==> config.mk <==
export PLATFORM = sky130hd
export DESIGN_NAME = dst_addr_filter
export DESIGN_NICKNAME = d
export VERILOG_FILES = /design/src/rtl/daf_pkg.sv /design/src/rtl/daf_cfg_regs.sv /design/src/rtl/daf_seq.sv /design/src/rtl/daf_hash_crc.sv /design/src/rtl/daf_addr_match.sv /design/src/rtl/dst_addr_filter.sv
export SDC_FILE = /design/constraint.sdc
export NUM_CORES = 1
export LEC_CHECK = 0
export ABC_AREA = 1
export CAP_MARGIN = 20
export CORE_MARGIN = 2
export CORE_UTILIZATION = 41
export DETAILED_ROUTE_END_ITERATION = 12
export GPL_TIMING_DRIVEN = 1
export PLACE_DENSITY_LB_ADDON = 0.25
export SYNTH_ARGS = -nofsm -noshare
export SYNTH_HDL_FRONTEND = slang
export SYNTH_SLANG_ARGS = --single-unit
export TNS_END_PERCENT = 20
==> constraint.sdc <==
create_clock -name clk -period 4.3 [get_ports clk]
set_input_delay 0.43 -clock clk [delete_from_list [all_inputs] [get_ports clk]]
set_output_delay 0.43 -clock clk [all_outputs]
set_load 0.02 [all_outputs]
==> src/rtl/daf_pkg.sv <==
package daf_pkg;

  localparam int unsigned CRC_W     = 32;
  localparam int unsigned HASH_IDXW = 6;
  localparam logic [CRC_W-1:0] CRC_POLY = 32'hEDB88320;
  localparam logic [CRC_W-1:0] CRC_INIT = 32'hFFFFFFFF;

  typedef enum logic [2:0] {
    SEL_STA_LO  = 3'd0,
    SEL_STA_HI  = 3'd1,
    SEL_HASH_LO = 3'd2,
    SEL_HASH_HI = 3'd3,
    SEL_CTRL    = 3'd4
  } cfg_sel_e;

  // one byte through the reflected CRC, lsb first
  function automatic logic [CRC_W-1:0] crc_byte(input logic [CRC_W-1:0] c_in,
                                                input logic [7:0] d_in);
    logic [CRC_W-1:0] c;
    logic [7:0]       d;
    c = c_in;
    d = d_in;
    for (int b = 0; b < 8; b++) begin
      c = (c >> 1) ^ (((c[0] ^ d[0]) == 1'b1) ? CRC_POLY : '0);
      d = d >> 1;
    end
    return c;
  endfunction

endpackage

==> src/rtl/daf_cfg_regs.sv <==
module daf_cfg_regs
  import daf_pkg::*;
#(
  parameter int unsigned REG_W = 32
) (
  input  logic             clk,
  input  logic             rst_n,
  input  logic             cfg_we,
  input  logic [2:0]       cfg_sel,
  input  logic [REG_W-1:0] cfg_wdata,
  output logic [REG_W-1:0] sta_lo,
  output logic [REG_W-1:0] sta_hi,
  output logic [REG_W-1:0] hash_lo,
  output logic [REG_W-1:0] hash_hi,
  output logic             promisc
);

  logic [REG_W-1:0] sta_lo_q, sta_lo_d, sta_hi_q, sta_hi_d;
  logic [REG_W-1:0] hash_lo_q, hash_lo_d, hash_hi_q, hash_hi_d;
  logic             prom_q, prom_d;

  always_comb begin
    sta_lo_d  = sta_lo_q;
    sta_hi_d  = sta_hi_q;
    hash_lo_d = hash_lo_q;
    hash_hi_d = hash_hi_q;
    prom_d    = prom_q;
    if (cfg_we) begin
      unique case (cfg_sel)
        SEL_STA_LO:  sta_lo_d  = cfg_wdata;
        SEL_STA_HI:  sta_hi_d  = cfg_wdata;
        SEL_HASH_LO: hash_lo_d = cfg_wdata;
        SEL_HASH_HI: hash_hi_d = cfg_wdata;
        SEL_CTRL:    prom_d    = cfg_wdata[0];
        default:     ;
      endcase
    end
  end

  always_ff @(posedge clk or negedge rst_n) begin
    if (!rst_n) begin
      sta_lo_q  <= '0;
      sta_hi_q  <= '0;
      hash_lo_q <= '0;
      hash_hi_q <= '0;
      prom_q    <= 1'b0;
    end else begin
      sta_lo_q  <= sta_lo_d;
      sta_hi_q  <= sta_hi_d;
      hash_lo_q <= hash_lo_d;
      hash_hi_q <= hash_hi_d;
      prom_q    <= prom_d;
    end
  end

  assign sta_lo  = sta_lo_q;
  assign sta_hi  = sta_hi_q;
  assign hash_lo = hash_lo_q;
  assign hash_hi = hash_hi_q;
  assign promisc = prom_q;

  // a hash-high write lands on the next edge
  a_r2_hash_hi_write: assert property (@(posedge clk) disable iff (!rst_n)
    (cfg_we && cfg_sel == SEL_HASH_HI) |=> (hash_hi_q == $past(cfg_wdata)));

  // no write leaves the station low word untouched
  a_r2_sta_lo_hold: assert property (@(posedge clk) disable iff (!rst_n)
    !cfg_we |=> $stable(sta_lo_q));

endmodule

==> src/rtl/daf_seq.sv <==
module daf_seq #(
  parameter int unsigned ADDR_BYTES = 6,
  localparam int unsigned CNT_W = $clog2(ADDR_BYTES + 1)
) (
  input  logic             clk,
  input  logic             rst_n,
  input  logic             byte_valid,
  input  logic             byte_first,
  output logic             take,
  output logic             first_take,
  output logic             last_take,
  output logic [CNT_W-1:0] idx
);

  localparam logic [CNT_W-1:0] IDLE_CNT = CNT_W'(ADDR_BYTES);
  localparam logic [CNT_W-1:0] LAST_IDX = CNT_W'(ADDR_BYTES - 1);

  logic [CNT_W-1:0] cnt_q, cnt_d;

  always_comb begin
    first_take = byte_valid && byte_first;
    take       = byte_valid && (byte_first || (cnt_q < IDLE_CNT));
    idx        = byte_first ? '0 : cnt_q;
    last_take  = take && (idx == LAST_IDX);
    cnt_d      = take ? (idx + 1'b1) : cnt_q;
  end

  always_ff @(posedge clk or negedge rst_n) begin
    if (!rst_n) cnt_q <= IDLE_CNT;
    else        cnt_q <= cnt_d;
  end

  // the byte position never runs past the address length
  a_r9_cnt_bound: assert property (@(posedge clk) disable iff (!rst_n)
    cnt_q <= IDLE_CNT);

  // when idle, a byte without a strobe is not taken
  a_r9_idle_hold: assert property (@(posedge clk) disable iff (!rst_n)
    (cnt_q == IDLE_CNT && !byte_first) |=> (cnt_q == IDLE_CNT));

endmodule

==> src/rtl/daf_hash_crc.sv <==
module daf_hash_crc
  import daf_pkg::*;
(
  input  logic             clk,
  input  logic             rst_n,
  input  logic             take,
  input  logic             first_take,
  input  logic [7:0]       data,
  output logic [CRC_W-1:0] crc_next
);

  logic [CRC_W-1:0] crc_q, crc_base;

  always_comb begin
    crc_base = first_take ? CRC_INIT : crc_q;
    crc_next = crc_byte(crc_base, data);
  end

  always_ff @(posedge clk or negedge rst_n) begin
    if (!rst_n)    crc_q <= CRC_INIT;
    else if (take) crc_q <= crc_next;
  end

  // the accumulator changes only while bytes are taken
  a_r4_crc_hold: assert property (@(posedge clk) disable iff (!rst_n)
    !take |=> $stable(crc_q));

endmodule

==> src/rtl/daf_addr_match.sv <==
module daf_addr_match #(
  parameter int unsigned ADDR_BYTES = 6,
  localparam int unsigned CNT_W  = $clog2(ADDR_BYTES + 1),
  localparam int unsigned ADDR_W = 8 * ADDR_BYTES
) (
  input  logic              clk,
  input  logic              rst_n,
  input  logic              take,
  input  logic              first_take,
  input  logic [CNT_W-1:0]  idx,
  input  logic [7:0]        data,
  input  logic [ADDR_W-1:0] station,
  output logic              uni_next,
  output logic              bcast_next,
  output logic              group_next
);

  logic       eq_q, ones_q, grp_q;
  logic [7:0] sta_byte;
  logic       eq_base, ones_base;

  always_comb begin
    sta_byte = '0;
    for (int i = 0; i < ADDR_BYTES; i++) begin
      if (idx == CNT_W'(i)) sta_byte = station[8*(ADDR_BYTES-1-i) +: 8];
    end
    eq_base    = first_take ? 1'b1 : eq_q;
    ones_base  = first_take ? 1'b1 : ones_q;
    uni_next   = eq_base && (data == sta_byte);
    bcast_next = ones_base && (data == 8'hFF);
    group_next = first_take ? data[0] : grp_q;
  end

  always_ff @(posedge clk or negedge rst_n) begin
    if (!rst_n) begin
      eq_q   <= 1'b0;
      ones_q <= 1'b0;
      grp_q  <= 1'b0;
    end else if (take) begin
      eq_q   <= uni_next;
      ones_q <= bcast_next;
      grp_q  <= group_next;
    end
  end

  // a mismatch mid-address can never be undone
  a_r1_mismatch_sticky: assert property (@(posedge clk) disable iff (!rst_n)
    (take && !first_take && !eq_q) |-> !uni_next);

endmodule

==> src/rtl/dst_addr_filter.sv <==
module dst_addr_filter
  import daf_pkg::*;
#(
  parameter int unsigned ADDR_BYTES = 6,
  parameter int unsigned REG_W      = 32
) (
  input  logic             clk,
  input  logic             rst_n,
  input  logic             byte_valid,
  input  logic             byte_first,
  input  logic [7:0]       byte_data,
  input  logic             cfg_we,
  input  logic [2:0]       cfg_sel,
  input  logic [REG_W-1:0] cfg_wdata,
  output logic             decision_valid,
  output logic             accept
);

  localparam int unsigned CNT_W    = $clog2(ADDR_BYTES + 1);
  localparam int unsigned ADDR_W   = 8 * ADDR_BYTES;
  localparam int unsigned WSEL_W   = $clog2(REG_W);

  logic [REG_W-1:0]  sta_lo, sta_hi, hash_lo, hash_hi;
  logic              promisc;
  logic              take, first_take, last_take;
  logic [CNT_W-1:0]  idx;
  logic [CRC_W-1:0]  crc_next;
  logic              uni_next, bcast_next, group_next;
  logic [ADDR_W-1:0] station;
  logic [HASH_IDXW-1:0] hidx;
  logic              hash_hit, verdict;
  logic              dv_q, dv_d, acc_q, acc_d;

  assign station = {sta_lo, sta_hi[REG_W-1 -: (ADDR_W-REG_W)]};

  daf_cfg_regs #(.REG_W(REG_W)) u_regs (
    .clk(clk), .rst_n(rst_n), .cfg_we(cfg_we), .cfg_sel(cfg_sel),
    .cfg_wdata(cfg_wdata), .sta_lo(sta_lo), .sta_hi(sta_hi),
    .hash_lo(hash_lo), .hash_hi(hash_hi), .promisc(promisc)
  );

  daf_seq #(.ADDR_BYTES(ADDR_BYTES)) u_seq (
    .clk(clk), .rst_n(rst_n), .byte_valid(byte_valid), .byte_first(byte_first),
    .take(take), .first_take(first_take), .last_take(last_take), .idx(idx)
  );

  daf_hash_crc u_crc (
    .clk(clk), .rst_n(rst_n), .take(take), .first_take(first_take),
    .data(byte_data), .crc_next(crc_next)
  );

  daf_addr_match #(.ADDR_BYTES(ADDR_BYTES)) u_match (
    .clk(clk), .rst_n(rst_n), .take(take), .first_take(first_take), .idx(idx),
    .data(byte_data), .station(station), .uni_next(uni_next),
    .bcast_next(bcast_next), .group_next(group_next)
  );

  always_comb begin
    hidx     = crc_next[CRC_W-1 -: HASH_IDXW];
    hash_hit = hidx[HASH_IDXW-1] ? hash_hi[hidx[WSEL_W-1:0]]
                                 : hash_lo[hidx[WSEL_W-1:0]];
    verdict  = promisc || bcast_next || (group_next ? hash_hit : uni_next);
    dv_d     = dv_q;
    acc_d    = acc_q;
    if (first_take) dv_d = 1'b0;
    if (last_take) begin
      dv_d  = 1'b1;
      acc_d = verdict;
    end
  end

  always_ff @(posedge clk or negedge rst_n) begin
    if (!rst_n) begin
      dv_q  <= 1'b0;
      acc_q <= 1'b0;
    end else begin
      dv_q  <= dv_d;
      acc_q <= acc_d;
    end
  end

  assign decision_valid = dv_q;
  assign accept         = acc_q;

  // the verdict follows the final byte by one clock
  a_r7_valid_after_last: assert property (@(posedge clk) disable iff (!rst_n)
    last_take |=> dv_q);

  // verdict holds until a new start strobe
  a_r7_hold: assert property (@(posedge clk) disable iff (!rst_n)
    (dv_q && !first_take) |=> (dv_q && $stable(acc_q)));

  // promiscuous mode forces acceptance
  a_r5_promisc: assert property (@(posedge clk) disable iff (!rst_n)
    (last_take && promisc) |=> acc_q);

  // broadcast is always accepted
  a_r6_bcast: assert property (@(posedge clk) disable iff (!rst_n)
    (last_take && bcast_next) |=> acc_q);

endmodule

# ---- After elaboration in Yosys (flattened, before gate mapping)
# Index checks and enable logic that the tools add are counted.
dict set report totals {
  reg_bits 169
  in_bits 48
  out_inout_bits 2
}
dict set report classes {
  add_sub_neg 1
  magnitude_cmp 2
  eq_ne 11
  mux 27
  n_bitwise 16
  n_reduce_logical 16
}
# op count
set ops {}
lappend ops {{32-bit two-way mux} 9}
lappend ops {{31-bit by 32-bit XOR with 32-bit output} 8}
lappend ops {{8-bit two-way mux} 6}
lappend ops {{3-bit by 2-bit == test with 1-bit output (second input constant)} 4}
lappend ops {{1-bit binary-select mux with 5-bit select} 2}
lappend ops {{2-bit AND reduction} 5}
lappend ops {{3-bit == test (second input constant)} 3}
lappend ops {{1-bit two-way mux} 9}
lappend ops {{8-bit == test} 1}
lappend ops {{8-bit == test (second input constant)} 1}
lappend ops {{1-bit XOR} 8}
lappend ops {{3-bit by 1-bit == test with 1-bit output (second input constant)} 2}
lappend ops {{3-bit zero test} 2}
lappend ops {{5-bit by 6-bit less-than comparator with 1-bit output (second input constant)} 1}
lappend ops {{1-bit logical AND} 5}
lappend ops {{3-bit by 1-bit adder with 3-bit output (second input constant)} 1}
lappend ops {{1-bit logical OR} 3}
lappend ops {{3-bit less-than comparator (second input constant)} 1}
lappend ops {{3-bit two-way mux} 1}
lappend ops {{2-bit nonzero test} 1}

# ---- Logic depth before layout (Yosys ltp)
dict set report depth {
  ltp_word 31
  depth_mapped 23
}

# ---- Modules after synthesis
# A second synthesis with hierarchy kept.
dict set report hier_totals {
  hier_cells 1342
  hier_area_um2 9859.5
}
# mod instances cells_each area_per_inst_um2 seq_area_each_um2
set modules_own_cells {}
lappend modules_own_cells {daf_cfg_regs 1 569 5088.6 3228.1}
lappend modules_own_cells {daf_hash_crc 1 400 2856.5 840.8}
lappend modules_own_cells {daf_addr_match 1 177 893.4 75.1}
lappend modules_own_cells {dst_addr_filter 1 161 790.8 50.0}
lappend modules_own_cells {daf_seq 1 35 230.2 77.6}

# ---- Worst setup path before layout
# No wires, ideal clock.
dict set report synth_path {
  path_type {input port to flip-flop}
  from {input port byte_first}
  to {register acc_q, in the netlist accept}
  t_arrival_ps 2319
  required_time_ps 4223
  slack_ps 1904
  path_stages 19
  path_cell_list {nor2_1 ha_1 clkinv_1 nor2_1 inv_1 clkbuf_1 o21ai_0 inv_1 nand2_1 nand2_1 nand2_1 nand2_1 inv_1 nand2_1 nor2_1 nand4_1 nand2_1 inv_1 a21oi_1}
}
dict set report synth_between {
  elab_chain_cells 19
  word_cells_on_any_way 56
  cone_classes {eq/ne: 6; mux: 25; bitwise: 16; reduce/logical: 9}
}
# item line
set synth_rtl {}
lappend synth_rtl {{start, declared} dst_addr_filter.sv:10} ;# input logic byte_first,
lappend synth_rtl {{1-bit logical AND} daf_seq.sv:21} ;# first_take = byte_valid && byte_first;
lappend synth_rtl {{32-bit two-way mux} daf_hash_crc.sv:15} ;# crc_base = first_take ? CRC_INIT : crc_q;
lappend synth_rtl {{1-bit XOR or 31-bit by 32-bit XOR with 32-bit output (tied branches)} daf_pkg.sv:24} ;# c = (c >> 1) ^ (((c[0] ^ d[0]) == 1'b1) ? CRC_POLY : '0);
lappend synth_rtl {{32-bit two-way mux or 1-bit XOR (tied branches)} daf_pkg.sv:24}
lappend synth_rtl {{31-bit by 32-bit XOR with 32-bit output or 32-bit two-way mux (tied branches)} daf_pkg.sv:24}
lappend synth_rtl {{31-bit by 32-bit XOR with 32-bit output (5 in a row)} daf_pkg.sv:24}
lappend synth_rtl {{1-bit XOR or 31-bit by 32-bit XOR with 32-bit output (tied branches)} daf_pkg.sv:24}
lappend synth_rtl {{32-bit two-way mux or 1-bit XOR (tied branches)} daf_pkg.sv:24}
lappend synth_rtl {{31-bit by 32-bit XOR with 32-bit output or 32-bit two-way mux (tied branches)} daf_pkg.sv:24}
lappend synth_rtl {{31-bit by 32-bit XOR with 32-bit output} daf_pkg.sv:24}
lappend synth_rtl {{1-bit binary-select mux with 5-bit select (on tied branches)} {dst_addr_filter.sv:61, dst_addr_filter.sv:60}}
lappend synth_rtl {{1-bit two-way mux (on tied branches)} {dst_addr_filter.sv:61, dst_addr_filter.sv:60}}
lappend synth_rtl {{1-bit two-way mux} dst_addr_filter.sv:60} ;# hash_hit = hidx[HASH_IDXW-1] ? hash_hi[hidx[WSEL_W-1:0]]
lappend synth_rtl {{1-bit two-way mux} dst_addr_filter.sv:62} ;# verdict = promisc || bcast_next || (group_next ? hash_hit : uni_next);
lappend synth_rtl {{1-bit logical OR} dst_addr_filter.sv:62}
lappend synth_rtl {{end signal, assigned} dst_addr_filter.sv:75} ;# acc_q <= 1'b0;
lappend synth_rtl {{end signal, assigned} dst_addr_filter.sv:78} ;# acc_q <= acc_d;
lappend synth_rtl {{end, declared} dst_addr_filter.sv:32} ;# logic dv_q, dv_d, acc_q, acc_d;
# Several ways; a longest one is shown, not always the timed one. The select of a mux whose other input is x is not followed.
# A chain may end at the register's enable or synchronous reset.

# ---- Worst setup path after layout
dict set report layout_path {
  from {input port byte_valid}
  to {register acc_q, in the netlist accept}
}
dict set report layout_between {
  elab_chain_cells 19
  word_cells_on_any_way 41
  cone_classes {mux: 18; bitwise: 16; reduce/logical: 7}
}
# item line
set layout_rtl {}
lappend layout_rtl {{start, declared} dst_addr_filter.sv:9} ;# input logic byte_valid,
lappend layout_rtl {{1-bit logical AND} daf_seq.sv:21}
lappend layout_rtl {{32-bit two-way mux} daf_hash_crc.sv:15}
lappend layout_rtl {{1-bit XOR or 31-bit by 32-bit XOR with 32-bit output (tied branches)} daf_pkg.sv:24}
lappend layout_rtl {{32-bit two-way mux or 1-bit XOR (tied branches)} daf_pkg.sv:24}
lappend layout_rtl {{31-bit by 32-bit XOR with 32-bit output or 32-bit two-way mux (tied branches)} daf_pkg.sv:24}
lappend layout_rtl {{31-bit by 32-bit XOR with 32-bit output (5 in a row)} daf_pkg.sv:24}
lappend layout_rtl {{1-bit XOR or 31-bit by 32-bit XOR with 32-bit output (tied branches)} daf_pkg.sv:24}
lappend layout_rtl {{32-bit two-way mux or 1-bit XOR (tied branches)} daf_pkg.sv:24}
lappend layout_rtl {{31-bit by 32-bit XOR with 32-bit output or 32-bit two-way mux (tied branches)} daf_pkg.sv:24}
lappend layout_rtl {{31-bit by 32-bit XOR with 32-bit output} daf_pkg.sv:24}
lappend layout_rtl {{1-bit binary-select mux with 5-bit select (on tied branches)} {dst_addr_filter.sv:61, dst_addr_filter.sv:60}}
lappend layout_rtl {{1-bit two-way mux (on tied branches)} {dst_addr_filter.sv:61, dst_addr_filter.sv:60}}
lappend layout_rtl {{1-bit two-way mux} dst_addr_filter.sv:60}
lappend layout_rtl {{1-bit two-way mux} dst_addr_filter.sv:62}
lappend layout_rtl {{1-bit logical OR} dst_addr_filter.sv:62}
# Several ways; a longest one is shown, not always the timed one. The select of a mux whose other input is x is not followed.

==> results.json <==
{
  "fin_util": 0.485,
  "cts-resized-gates": 0,
  "drive_above_1_share": 0.120,
  "cp-start-kind": "input pin",
  "clk_path_buf_depth": 2,
  "syn_inst": 1098,
  "cts_htree_levels": 4,
  "synth_nets": 1149,
  "die_w_microns": 148,
  "clkLatencyLatePin_ns": 0.44,
  "status": "finished, final reports clean",
  "drt_first_pass_iters": 5,
  "port_buffers": 49,
  "row_count": 52,
  "arrival_ns": 3.47,
  "drt_iter0_drc": 551,
  "grt_pass1_vias": 6614,
  "p_per_area_mw_per_mm2": 689,
  "critPathKind": "in -> reg",
  "endpoint_kind": "flop",
  "ant_nets": 0,
  "synth-edff-count": 0,
  "syn_avg_cell_area_sq_um": 7.78,
  "cts_tree": "yes",
  "leakagePower_nw": 4.86,
  "antenna_cells": 0,
  "yosysUniqueCellTypes": 38,
  "synth_seq_area_share": 0.453,
  "yosys_register_bits": 153,
  "io_pins": 50,
  "place_inst": 1378,
  "via_per_inst": 4.99,
  "ctsHoldBuffers": 0,
  "fin_setup_tns_ns": 0,
  "period_share": 0.731,
  "multi_input_area_sq_mm": 0.00392,
  "vdd_drop_max_v": 0.000310,
  "gr-total-overflow": 0,
  "rsz0062_at_grt": "no",
  "relSlewSlack": 0.306,
  "grt_usage": 0.214,
  "finish.instance_area_sq_mm": 0.00989,
  "start_util": 0.419,
  "worst_pin_slew_ns": 1.04,
  "dieArea_sq_mm": 0.0220,
  "vias": 7043,
  "yosys_warnings": 0,
  "syn2layout_area_growth_pct": 15.7,
  "p_int_mw": 3.98,
  "synthesis.area_sq_mm": 0.00854,
  "required_ns": 4.62,
  "numCtsBuffers": 17,
  "crit_path_max_fanout": 30,
  "wl_mm": 22.5,
  "drv_slew": 0,
  "clock_skew_ns": 0.0107,
  "setup_viol": 0,
  "grt_pass1_wl_mm": 36.3,
  "fin_crit_ns": 3.15,
  "finalNonFillerCells": 1412,
  "cap_violations": 0,
  "cts_sinks": 153,
  "switching_share": 0.416,
  "p_seq_frac": 0.313,
  "hold_class": "in -> async",
  "fillCellCount": 1978,
  "final-hold-violation-count": 0,
  "dp_hpwl_mm": 15.8,
  "ys.flop_type": "dfrtp_1",
  "ys_async_sr_fraction": 1.00,
  "p_clk_frac": 0.243,
  "cts.reportedPaths.clkPinSlew_ns": 0.07,
  "coreArea_sq_mm": 0.0204,
  "gp_congestion": 0.845,
  "grt_max_degree": 94,
  "combPwrFrac": 0.445,
  "clock.fmax_mhz": 318,
  "placed_area_sq_mm": 0.00921,
  "fin_nets": 1180,
  "drcViolationCount": 0,
  "wl_per_cell_microns": 15.9,
  "antenna_found_initial": 0,
  "seq_area_sq_mm": 0.00387,
  "post_cts_buffers": 0,
  "clockRootBuffer": "clkbuf_16",
  "die_y_microns": 148,
  "p_switching_mw": 2.84
}
## state kept, by name, indices dropped and copies added (netlist names), 3 cells and up
name,flops
u_regs.hash_lo,32
u_regs.sta_lo,32
u_regs.sta_hi,16
u_regs.hash_hi,32
u_crc.crc_q,32
u_seq.cnt_q,3
## metrics by stage
step | hold slack (ns) | setup WS (ns) | total power, mW
CTS | 0.135 | 1.14 | 6.84
global route | 0.150 | 0.808 | 7.32
global placement | 0.460 | 0.848 | 5.14
finish | 0.0861 | 1.15 | 6.82
detailed placement | 0.472 | 0.681 | 5.17
floorplan | 0.134 | 1.90 | 4.54
## layout by cell type, fill, tap and decap left out, types with 5 or more instances in the layout
cell type | Yosys | final
buf_4 | 4 | 6
clkbuf_16 | 0 | 17
clkdlybuf4s50_1 | 0 | 48
dfrtp_1 | 119 | 119
dfstp_2 | 34 | 34
inv_1 | 135 | 135
inv_8 | 0 | 5
nand2_1 | 334 | 332
nand2_2 | 16 | 18
nand2_4 | 13 | 13
nand3_1 | 88 | 87
nand3_2 | 11 | 12
nor2_1 | 46 | 46
o21ai_0 | 158 | 158
o221ai_1 | 5 | 5
or2_2 | 5 | 5
xnor2_1 | 13 | 13
xor2_1 | 41 | 41
## synth_stat cells, types with 2 or more instances
library cell / instances / area share
nand3_2: 11 / 0.013
o221ai_1: 5 / 0.0051
inv_1: 135 / 0.059
dfstp_2: 34 / 0.10
nor2_1: 46 / 0.020
buf_6: 7 / 0.0092
a21oi_1: 2 / 0.0012
buf_4: 4 / 0.0035
o211ai_1: 3 / 0.0026
xor2_4: 3 / 0.0097
nand2_1: 334 / 0.15
xor2_1: 41 / 0.042
dfrtp_1: 119 / 0.35
nor3_1: 2 / 0.0012
clkbuf_1: 33 / 0.015
xnor2_1: 13 / 0.013
nand2_2: 16 / 0.012
inv_2: 4 / 0.0018
or2_2: 5 / 0.0037
nand3b_1: 3 / 0.0026
nand2_4: 13 / 0.017
nand3_1: 88 / 0.052
o21ai_1: 3 / 0.0018
ha_1: 3 / 0.0044
o21ai_0: 158 / 0.093
## power groups by stage
stage,sequential (mW),combinational (mW),clock (mW)
finish,2.13,3.03,1.65
detailed placement,2.15,3.02,0
global route,2.17,3.42,1.73
CTS,2.13,3.04,1.68
floorplan,2.08,2.46,0
global placement,2.14,3.00,0
## metal layers
| layer | track usage | part of all wire | up-vias |
|---|---|---|---|
| met5 | 0 | 0 | - |
| met4 | 0.0590 | 0.018 | 0 |
| met3 | 0.0436 | 0.055 | 35 |
| met2 | 0.330 | 0.46 | 171 |
| met1 | 0.308 | 0.47 | 3336 |
| li1 | - | - | 3501 |
## kinds of logic (layout without fill, tap and decap cells)
family | Yosys count | count (layout) | synth area share
fa+ha+maj | 3 | 3 | 0.00439
flops | 153 | 153 | 0.453
compound gates | 173 | 173 | 0.105
simple gates | 523 | 523 | 0.274
buf+inv | 186 | 230 | 0.0910
xor+xnor | 60 | 60 | 0.0721
## final timing paths
| path | from | end | slack, ns | cells past startpoint |
|---|---|---|---|---|
| setup / recovery | byte_valid | accept | 1.15 | 20 |
| hold / removal | rst_n | decision_valid | 0.09 | 1 |
| setup reg to reg | u_seq.cnt_q[1] | accept | 1.35 | 20 |
| hold reg to reg | u_regs.sta_lo[21] | u_regs.sta_lo[21] | 0.48 | 2 |
| max in group asynchronous | rst_n | u_regs.hash_lo[4] | 3.36 | 2 |
| min in group clk | u_regs.sta_lo[21] | u_regs.sta_lo[21] | 0.48 | 2 |
## worst max-delay path, stage by stage
cell,delay (ns)
clkdlybuf4s50_1,0.55
nand2_2,0.34
nand2_1,0.17
nand2_1,0.10
nand2_4,0.14
nand2_1,0.11
nand2_4,0.12
nand2_2,0.11
nand2_4,0.13
nand2_1,0.08
nand2_2,0.41
nand2_1,0.11
nand3_1,0.11
nand3_1,0.07
nand3_1,0.09
nand2_1,0.06
nand2_1,0.05
nand2_1,0.05
o21ai_1,0.14
a21oi_1,0.09
## area by class of cell
type / count / area share
multi-input cells: 759 / 0.396
repair buffers: 58 / 0.0599
inverters: 140 / 0.0532
clock inverters: 14 / 0.0208
well taps: 270 / 0.0342
clock buffers: 18 / 0.0444
flip-flops and latches: 153 / 0.392
No activity file was read; power rests on OpenSTA's default activity.
